**src/rtl/ctx_seq_pkg.sv**
```systemverilog
package ctx_seq_pkg;
  typedef enum logic [1:0] {
    SEQ_IDLE = 2'd0,
    SEQ_LOAD = 2'd1,
    SEQ_EXEC = 2'd2
  } seq_state_e;
endpackage

```
**src/rtl/ctx_tag_lookup.sv**
```systemverilog
module ctx_tag_lookup #(
  parameter int NUM_CTX = 4,
  parameter int ID_W    = 8,
  parameter int CTX_W   = $clog2(NUM_CTX)
) (
  input  logic             clk,
  input  logic             rst_n,
  input  logic             set_en,
  input  logic [CTX_W-1:0] set_idx,
  input  logic [ID_W-1:0]  set_tag,
  input  logic             clr_en,
  input  logic [CTX_W-1:0] clr_idx,
  input  logic [ID_W-1:0]  look_id,
  output logic             hit,
  output logic [CTX_W-1:0] hit_idx,
  output logic             any_free,
  output logic [CTX_W-1:0] free_idx
);
  logic [NUM_CTX-1:0] valid_q, valid_d;
  logic [ID_W-1:0]    tag_q [NUM_CTX];
  logic [NUM_CTX-1:0] hit_vec;

  genvar g;
  generate
    for (g = 0; g < NUM_CTX; g++) begin : g_cmp
      assign hit_vec[g] = valid_q[g] && (tag_q[g] == look_id);
      always_ff @(posedge clk) begin
        if (set_en && (set_idx == CTX_W'(g))) tag_q[g] <= set_tag;
      end
    end
  endgenerate

  always_comb begin
    valid_d = valid_q;
    if (clr_en) valid_d[clr_idx] = 1'b0;
    if (set_en) valid_d[set_idx] = 1'b1;
  end

  always_ff @(posedge clk or negedge rst_n) begin
    if (!rst_n)                valid_q <= '0;
    else if (set_en || clr_en) valid_q <= valid_d;
  end

  always_comb begin
    hit      = |hit_vec;
    hit_idx  = '0;
    any_free = ~&valid_q;
    free_idx = '0;
    for (int i = NUM_CTX - 1; i >= 0; i--) begin
      if (hit_vec[i])  hit_idx  = CTX_W'(i);
      if (!valid_q[i]) free_idx = CTX_W'(i);
    end
  end


  tag_unique_chk: assert property (@(posedge clk) disable iff (!rst_n)
    $onehot0(hit_vec));

endmodule

```
**src/rtl/ctx_lru.sv**
```systemverilog
module ctx_lru #(
  parameter int NUM_CTX = 4,
  parameter int CTX_W   = $clog2(NUM_CTX)
) (
  input  logic             clk,
  input  logic             rst_n,
  input  logic             touch_en,
  input  logic [CTX_W-1:0] touch_idx,
  output logic [CTX_W-1:0] lru_idx
);
  localparam logic [CTX_W-1:0] OLDEST = CTX_W'(NUM_CTX - 1);

  logic [CTX_W-1:0]   age_q [NUM_CTX];
  logic [CTX_W-1:0]   age_d [NUM_CTX];
  logic [NUM_CTX-1:0] oldest_vec;

  always_comb begin
    for (int i = 0; i < NUM_CTX; i++) begin
      age_d[i] = age_q[i];
      if (CTX_W'(i) == touch_idx)          age_d[i] = '0;
      else if (age_q[i] < age_q[touch_idx]) age_d[i] = age_q[i] + 1'b1;
    end
  end

  always_ff @(posedge clk or negedge rst_n) begin
    if (!rst_n) begin
      for (int i = 0; i < NUM_CTX; i++) age_q[i] <= CTX_W'(i);
    end else if (touch_en) begin
      age_q <= age_d;
    end
  end

  always_comb begin
    lru_idx = '0;
    for (int i = 0; i < NUM_CTX; i++) begin
      oldest_vec[i] = (age_q[i] == OLDEST);
      if (oldest_vec[i]) lru_idx = CTX_W'(i);
    end
  end


  lru_single_chk: assert property (@(posedge clk) disable iff (!rst_n)
    $countones(oldest_vec) == 1);


  lru_touch_chk: assert property (@(posedge clk) disable iff (!rst_n)
    touch_en |=> (age_q[$past(touch_idx)] == '0));

endmodule

```
**src/rtl/ctx_cfg_store.sv**
```systemverilog
module ctx_cfg_store #(
  parameter int NUM_CTX  = 4,
  parameter int CFG_BITS = 512,
  parameter int BUS_W    = 64,
  parameter int CTX_W    = $clog2(NUM_CTX),
  parameter int BEATS    = CFG_BITS / BUS_W,
  parameter int BEAT_W   = (BEATS > 1) ? $clog2(BEATS) : 1
) (
  input  logic                clk,
  input  logic                wr_en,
  input  logic [CTX_W-1:0]    wr_ctx,
  input  logic [BEAT_W-1:0]   wr_beat,
  input  logic [BUS_W-1:0]    wr_data,
  input  logic [CTX_W-1:0]    rd_ctx,
  output logic [CFG_BITS-1:0] rd_data
);
  logic [BUS_W-1:0] mem_q [NUM_CTX][BEATS];

  always_ff @(posedge clk) begin
    for (int c = 0; c < NUM_CTX; c++) begin
      for (int b = 0; b < BEATS; b++) begin
        if (wr_en && (wr_ctx == CTX_W'(c)) && (wr_beat == BEAT_W'(b)))
          mem_q[c][b] <= wr_data;
      end
    end
  end

  always_comb begin
    for (int b = 0; b < BEATS; b++) rd_data[b*BUS_W +: BUS_W] = mem_q[rd_ctx][b];
  end

endmodule

```
**src/rtl/cfg_ctx_sequencer.sv**
```systemverilog
module cfg_ctx_sequencer
  import ctx_seq_pkg::*;
#(
  parameter int NUM_CTX  = 4,
  parameter int ID_W     = 8,
  parameter int SLACK_W  = 8,
  parameter int CFG_BITS = 512,
  parameter int BUS_W    = 64,
  parameter int CTX_W    = $clog2(NUM_CTX),
  parameter int BEATS    = CFG_BITS / BUS_W,
  parameter int BEAT_W   = (BEATS > 1) ? $clog2(BEATS) : 1
) (
  input  logic                clk,
  input  logic                rst_n,
  input  logic                req_valid,
  input  logic [ID_W-1:0]     req_id,
  input  logic [SLACK_W-1:0]  req_slack,
  output logic                req_ready,
  output logic                exec_start,
  output logic [CTX_W-1:0]    exec_ctx,
  output logic                fallback,
  input  logic                array_done,
  output logic                rf_sel_cfg,
  output logic                wb_sel_array,
  output logic                cache_rd_en,
  output logic [ID_W-1:0]     cache_rd_id,
  output logic [BEAT_W-1:0]   cache_rd_beat,
  input  logic [BUS_W-1:0]    cache_rd_data,
  output logic [CFG_BITS-1:0] cfg_active
);
  localparam logic [SLACK_W-1:0] MIN_SLACK = SLACK_W'(BEATS);
  localparam logic [BEAT_W-1:0]  LAST_BEAT = BEAT_W'(BEATS - 1);

  // reset: asserted asynchronously, released on the clock
  logic rst_meta, rst_q;
  always_ff @(posedge clk or negedge rst_n) begin
    if (!rst_n) begin
      rst_meta <= 1'b0;
      rst_q    <= 1'b0;
    end else begin
      rst_meta <= 1'b1;
      rst_q    <= rst_meta;
    end
  end

  seq_state_e        state_q, state_d;
  logic [CTX_W-1:0]  act_q, act_d;
  logic [BEAT_W-1:0] beat_q, beat_d;
  logic [ID_W-1:0]   load_id_q, load_id_d;
  logic              start_q, start_d;
  logic              fb_q, fb_d;

  logic              hit, any_free;
  logic [CTX_W-1:0]  hit_idx, free_idx, lru_idx, victim;
  logic              tag_set, tag_clr, touch_en;
  logic [CTX_W-1:0]  touch_idx;
  logic              accept, can_load, loading;

  assign accept   = req_valid && (state_q == SEQ_IDLE);
  assign can_load = (req_slack >= MIN_SLACK);
  assign victim   = any_free ? free_idx : lru_idx;
  assign loading  = (state_q == SEQ_LOAD);

  ctx_tag_lookup #(.NUM_CTX(NUM_CTX), .ID_W(ID_W), .CTX_W(CTX_W)) u_tags (
    .clk      (clk),
    .rst_n    (rst_q),
    .set_en   (tag_set),
    .set_idx  (act_q),
    .set_tag  (load_id_q),
    .clr_en   (tag_clr),
    .clr_idx  (victim),
    .look_id  (req_id),
    .hit      (hit),
    .hit_idx  (hit_idx),
    .any_free (any_free),
    .free_idx (free_idx)
  );

  ctx_lru #(.NUM_CTX(NUM_CTX), .CTX_W(CTX_W)) u_lru (
    .clk       (clk),
    .rst_n     (rst_q),
    .touch_en  (touch_en),
    .touch_idx (touch_idx),
    .lru_idx   (lru_idx)
  );

  ctx_cfg_store #(.NUM_CTX(NUM_CTX), .CFG_BITS(CFG_BITS), .BUS_W(BUS_W),
                  .CTX_W(CTX_W), .BEATS(BEATS), .BEAT_W(BEAT_W)) u_store (
    .clk     (clk),
    .wr_en   (loading),
    .wr_ctx  (act_q),
    .wr_beat (beat_q),
    .wr_data (cache_rd_data),
    .rd_ctx  (act_q),
    .rd_data (cfg_active)
  );

  // next state
  always_comb begin
    state_d   = state_q;
    act_d     = act_q;
    beat_d    = beat_q;
    load_id_d = load_id_q;
    start_d   = 1'b0;
    fb_d      = 1'b0;
    tag_set   = 1'b0;
    tag_clr   = 1'b0;
    touch_en  = 1'b0;
    touch_idx = hit_idx;
    unique case (state_q)
      SEQ_IDLE: begin
        if (accept) begin
          if (hit) begin
            state_d  = SEQ_EXEC;
            start_d  = 1'b1;
            act_d    = hit_idx;
            touch_en = 1'b1;
          end else if (can_load) begin
            state_d   = SEQ_LOAD;
            act_d     = victim;
            beat_d    = '0;
            load_id_d = req_id;
            tag_clr   = 1'b1;
            touch_en  = 1'b1;
            touch_idx = victim;
          end else begin
            fb_d = 1'b1;
          end
        end
      end
      SEQ_LOAD: begin
        beat_d = beat_q + 1'b1;
        if (beat_q == LAST_BEAT) begin
          state_d = SEQ_EXEC;
          start_d = 1'b1;
          tag_set = 1'b1;
          beat_d  = '0;
        end
      end
      SEQ_EXEC: begin
        if (array_done) state_d = SEQ_IDLE;
      end
      default: state_d = SEQ_IDLE;
    endcase
  end

  // registers
  always_ff @(posedge clk or negedge rst_q) begin
    if (!rst_q) begin
      state_q   <= SEQ_IDLE;
      act_q     <= '0;
      beat_q    <= '0;
      load_id_q <= '0;
      start_q   <= 1'b0;
      fb_q      <= 1'b0;
    end else begin
      state_q <= state_d;
      start_q <= start_d;
      fb_q    <= fb_d;
      if (accept || loading) begin
        act_q     <= act_d;
        beat_q    <= beat_d;
        load_id_q <= load_id_d;
      end
    end
  end

  assign req_ready     = (state_q == SEQ_IDLE);
  assign exec_start    = start_q;
  assign exec_ctx      = act_q;
  assign fallback      = fb_q;
  assign rf_sel_cfg    = (state_q == SEQ_EXEC);
  assign wb_sel_array  = (state_q == SEQ_EXEC);
  assign cache_rd_en   = loading;
  assign cache_rd_id   = load_id_q;
  assign cache_rd_beat = beat_q;


  pulse_excl_chk: assert property (@(posedge clk) disable iff (!rst_q)
    !(exec_start && fallback));


  fb_pulse_chk: assert property (@(posedge clk) disable iff (!rst_q)
    fallback |=> !fallback);


  fb_slack_chk: assert property (@(posedge clk) disable iff (!rst_q)
    fallback |-> ($past(req_slack) < MIN_SLACK) && !cache_rd_en);


  load_first_beat_chk: assert property (@(posedge clk) disable iff (!rst_q)
    $rose(cache_rd_en) |-> (cache_rd_beat == '0));


  load_end_chk: assert property (@(posedge clk) disable iff (!rst_q)
    $fell(cache_rd_en) |-> exec_start && ($past(cache_rd_beat) == LAST_BEAT));


  load_id_stable_chk: assert property (@(posedge clk) disable iff (!rst_q)
    (cache_rd_en && $past(cache_rd_en)) |-> $stable(cache_rd_id));


  sel_on_start_chk: assert property (@(posedge clk) disable iff (!rst_q)
    exec_start |-> rf_sel_cfg && wb_sel_array && !req_ready);


  sel_release_chk: assert property (@(posedge clk) disable iff (!rst_q)
    $fell(rf_sel_cfg) |-> $past(array_done) && req_ready);

endmodule

```
**config.mk**
```make
export PLATFORM = sky130hd
export DESIGN_NAME = cfg_ctx_sequencer
export DESIGN_NICKNAME = d
export VERILOG_FILES = /design/src/rtl/ctx_seq_pkg.sv /design/src/rtl/ctx_tag_lookup.sv /design/src/rtl/ctx_lru.sv /design/src/rtl/ctx_cfg_store.sv /design/src/rtl/cfg_ctx_sequencer.sv
export SDC_FILE = /design/constraint.sdc
export NUM_CORES = 2
export LEC_CHECK = 0
export BUFFER_PORTS_ARGS = -buffer_cell sky130_fd_sc_hd__buf_2
export CAP_MARGIN = 5
export CORE_UTILIZATION = 35
export CTS_BUF_LIST = sky130_fd_sc_hd__clkbuf_16
export DETAILED_ROUTE_END_ITERATION = 6
export PLACE_DENSITY = 0.55
export SKIP_LAST_GASP = 1
export SLEW_MARGIN = 15
export SYNTH_ARGS = -nofsm -noshare
export SYNTH_HDL_FRONTEND = slang
export SYNTH_SLANG_ARGS = --single-unit
export TNS_END_PERCENT = 50
```
**constraint.sdc**
```tcl
create_clock -name clk -period 2.25 [get_ports clk]
set_input_delay 0.3375 -clock clk [delete_from_list [all_inputs] [get_ports clk]]
set_output_delay 0.3375 -clock clk [all_outputs]
set_load 0.02 [all_outputs]
```
==> results.cfg <==
[pwr]
peakVddDrop_uv = 825
switchingPower_w = 0.0323
power.density_nw_per_um2 = 1120
seqPwrFrac_pct = 42.7
combPwrFrac_pct = 25.1
p_int_w = 0.0773
sw_frac_of_total_pct = 29.5
pwr-share-clk_pct = 32.2
p_leak_nw = 31.7

[place]
dp_slack_ns = -0.384
dp_cells = 6713
place_hpwl_um = 139000
gp_congestion = 0.788
port_buffers = 611

[logic_synthesis]
synth_area_leaders = edfxtp_1 (81%), mux4_2 (15%), dfrtp_1 (0.88%), buf_1 (0.32%), xnor2_1 (0.32%)
synth_edf_count = 2080
syn_area_um2 = 77000
syn_inst = 3008
ys.flop_type = edfxtp_1
seq_area_frac_synth_pct = 82.2
yosys_warnings = 0
synth_common_cells = edfxtp_1 (2,080), mux4_2 (512), buf_1 (66)
synth_nets = 3101
synth_most_common_cell = edfxtp_1
yosys_register_bits = 2111
yosysTopAreaCell = edfxtp_1
syn_avg_cell_area_um2 = 25.6
netlist.area_leader.share_pct = 81.1
synth_cell_types = 61
async_flop_share_pct = 1.47

[min_path]
hold_end = u_store.mem_q[0][28]
hold_path.class = primary input to flop
hold_start = cache_rd_data[28]
hold_depth = 1

[finish]
fillers = 18400
drive_gt1_share_pct = 43.7
area_delta_synth_final_pct = 26.7
final_cells = 7244
fin_nets = 4301

[route]
drt-initial-drc-count = 3407
drc = 0
dr.max_layer_used = met4
wirelength_um = 216000
dr_wl_met2_um = 102000
via_count = 37300
wl_met1_um = 94900
post_drt_wl_per_cell_um = 29.8
wl_met3_um = 13700
postRouteAntennaNets = 0
drtPass1Iterations = 5
viasPerCell = 5.15

[flow_run]
max_cap_viol_count = 0

[timing]
post-route-period-util_pct = 139
relSlewSlack_pct = 41.2
setup_viol = 2296
fin_skew_ns = 0.0704
setup_ws_ns = -0.885
rsz0062_at_grt = true
worstMarginPinSlew_ns = 0.882
maxSlewViolCount = 0
period_needed_ns = 3.14
finalHoldViolCount = 0
max_freq_mhz = 319

[die]
start_util_pct = 35.3
die_area_um2 = 222000
row_count = 171
die-height_um = 471
die_width_um = 471
core_um2 = 218000
io_pins = 615

[clocking]
clk-insertion-delay-late_ns = 0.89
root_buffer = clkbuf_16
cts_sinks = 2111
cts_tree = done
cts-htree-levels = 4
clk_pin_slew_ns = 0.06
ctsLongestPathBuffers = 3
cts_buffers = 215

[global_route]
grt.overflow.total = 0
first_global_vias = 38200
antenna_found_initial = 14
grt_max_degree = 57
grt_usage_pct = 19.2
grt_pass1_wl_um = 298000

[run_status]
status = finished with violations
violations = negative setup slack

[worst_setup_path]
cp_common_cell = buf_12
cp_slowest_stage_delay_ns = 0.57
arrival_ns = 2.80
critPathRequiredTime_ns = 1.91
path_max_fanout = 7
r2r_slack_ns = -0.35
cp_slowest_cell = mux4_2
path_buf_inv = 4
startpoint_type = flop
critPathKind = flop to output port
crit_path_end_kind = output port
rr_worst_depth = 11
cp_cell_sequence = buf_12, buf_16, buf_12, mux4_2, buf_2
reg2reg_from = u_lru.age_q[3]
cp_top_family = buffers and inverters
rr_endpoint = u_lru.age_q[0]
==> worst register-to-register path, delay by kind of cell (launching register included) <==
family,cells,cell delay (ns)
buffers and inverters,1,0.14
and+or+nand+nor,2,0.19
AOI/OAI and AO/OA,7,1.35
DFF,1,0.53
adders and majority gates,1,0.23
==> layer usage <==
metal | GRT usage, % | up-vias
met5 | 0 | -
met4 | 5.32 | 0
met3 | 4.31 | 252
met2 | 29.8 | 1271
met1 | 27.1 | 20400
li1 | - | 15400
==> per-stage QoR <==
| stage | util, % | instance area (um^2) | total power, W | hold slack [ns] | setup TNS (ns) |
|---|---|---|---|---|---|
| floorplan | - | 77300 | 0.0612 | 0.0419 | -1714.71 |
| global placement | 40.5 | 88200 | 0.0735 | 0.124 | -4.23 |
| detailed placement | 40.5 | 88200 | 0.0736 | 0.123 | -5.33 |
| CTS | 44.5 | 96900 | 0.110 | 0.000114 | -652.84 |
| global route | 44.8 | 97500 | 0.113 | 0.0618 | -834.96 |
| finish | 44.8 | 97500 | 0.110 | 0.0825 | -642.33 |
==> cells by family after synthesis <==
logic type	after synthesis	synth area share, %
compound gates	52	0.510
flops	2111	82.2
buf+inv	145	0.761
mux	524	15.2
xor+xnor	32	0.384
other cells	1	0.00487
simple gates	134	0.878
fa+ha+maj	9	0.146
==> power by group through the flow <==
| stage | logic, W | clock network, W | registers, W |
|---|---|---|---|
| 5_1_grt | 0.0288 | 0.0374 | 0.0470 |
| 6_report | 0.0275 | 0.0352 | 0.0468 |
| 3_5_place_dp | 0.0260 | 0 | 0.0476 |
| 3_3_place_gp | 0.0260 | 0 | 0.0475 |
| 4_1_cts | 0.0272 | 0.0361 | 0.0468 |
| 2_1_floorplan | 0.0136 | 0 | 0.0475 |
==> how the worst max path moves through the flow <==
stage | to | cells past startpoint | slack [ns] | from
after floorplan | u_store.mem_q[1][0] | 6 | -0.86 | exec_ctx[0]
after global placement | u_lru.age_q[0] | 11 | -0.36 | u_lru.age_q[0]
after detailed placement | u_lru.age_q[2] | 11 | -0.38 | u_lru.age_q[0]
after CTS | cfg_active[76] | 4 | -0.98 | exec_ctx[0]
after global routing | cfg_active[142] | 5 | -0.97 | exec_ctx[0]
final | cfg_active[48] | 5 | -0.89 | exec_ctx[0]
==> final cells by class <==
| class | instances | area [um^2] | share of cell area (%) |
|---|---|---|---|
| Timing Repair Buffer | 1113 | 10200 | 10.4 |
| Antenna cell | 3 | 7.51 | 0.00770 |
| Sequential cell | 2111 | 63200 | 64.9 |
| Tap cell | 2854 | 3570 | 3.66 |
| Multi-Input combinational cell | 752 | 13400 | 13.7 |
| Inverter | 15 | 56.3 | 0.0577 |
| Clock inverter | 181 | 1690 | 1.73 |
| Clock buffer | 215 | 5380 | 5.52 |
==> layout by cell type, fill, tap and decap left out, types with 24 or more instances in the layout <==
cell,n
nand2_1,24
xnor2_1,28
clkbuf_16,222
clkinv_1,54
buf_4,213
buf_12,168
clkinv_2,34
buf_6,76
nor2_4,33
dfrtp_1,25
edfxtp_1,2080
dlygate4sd3_1,77
inv_1,54
mux4_2,512
buf_2,546
==> what timing repair did <==
action	in CTS	in global routing
endpoints found under the hold margin	1825	0
buffers inserted	28	13
hold buffers	77	0
cloned	7	7
setup endpoints to repair	874	2505
gates resized for setup	81	117
==> sequential cells by signal, summed over array words and instances (netlist names) <==
name	flops
u_store.mem_q	2048
u_tags.tag_q	32
cache_rd_id	8
u_lru.age_q	8
u_tags.valid_q	4
cache_rd_beat	3
exec_ctx	2
state_q	2
exec_start	1
fallback	1
rst_meta	1
rst_q	1
Note: power is estimated with default switching activity, not from simulation.
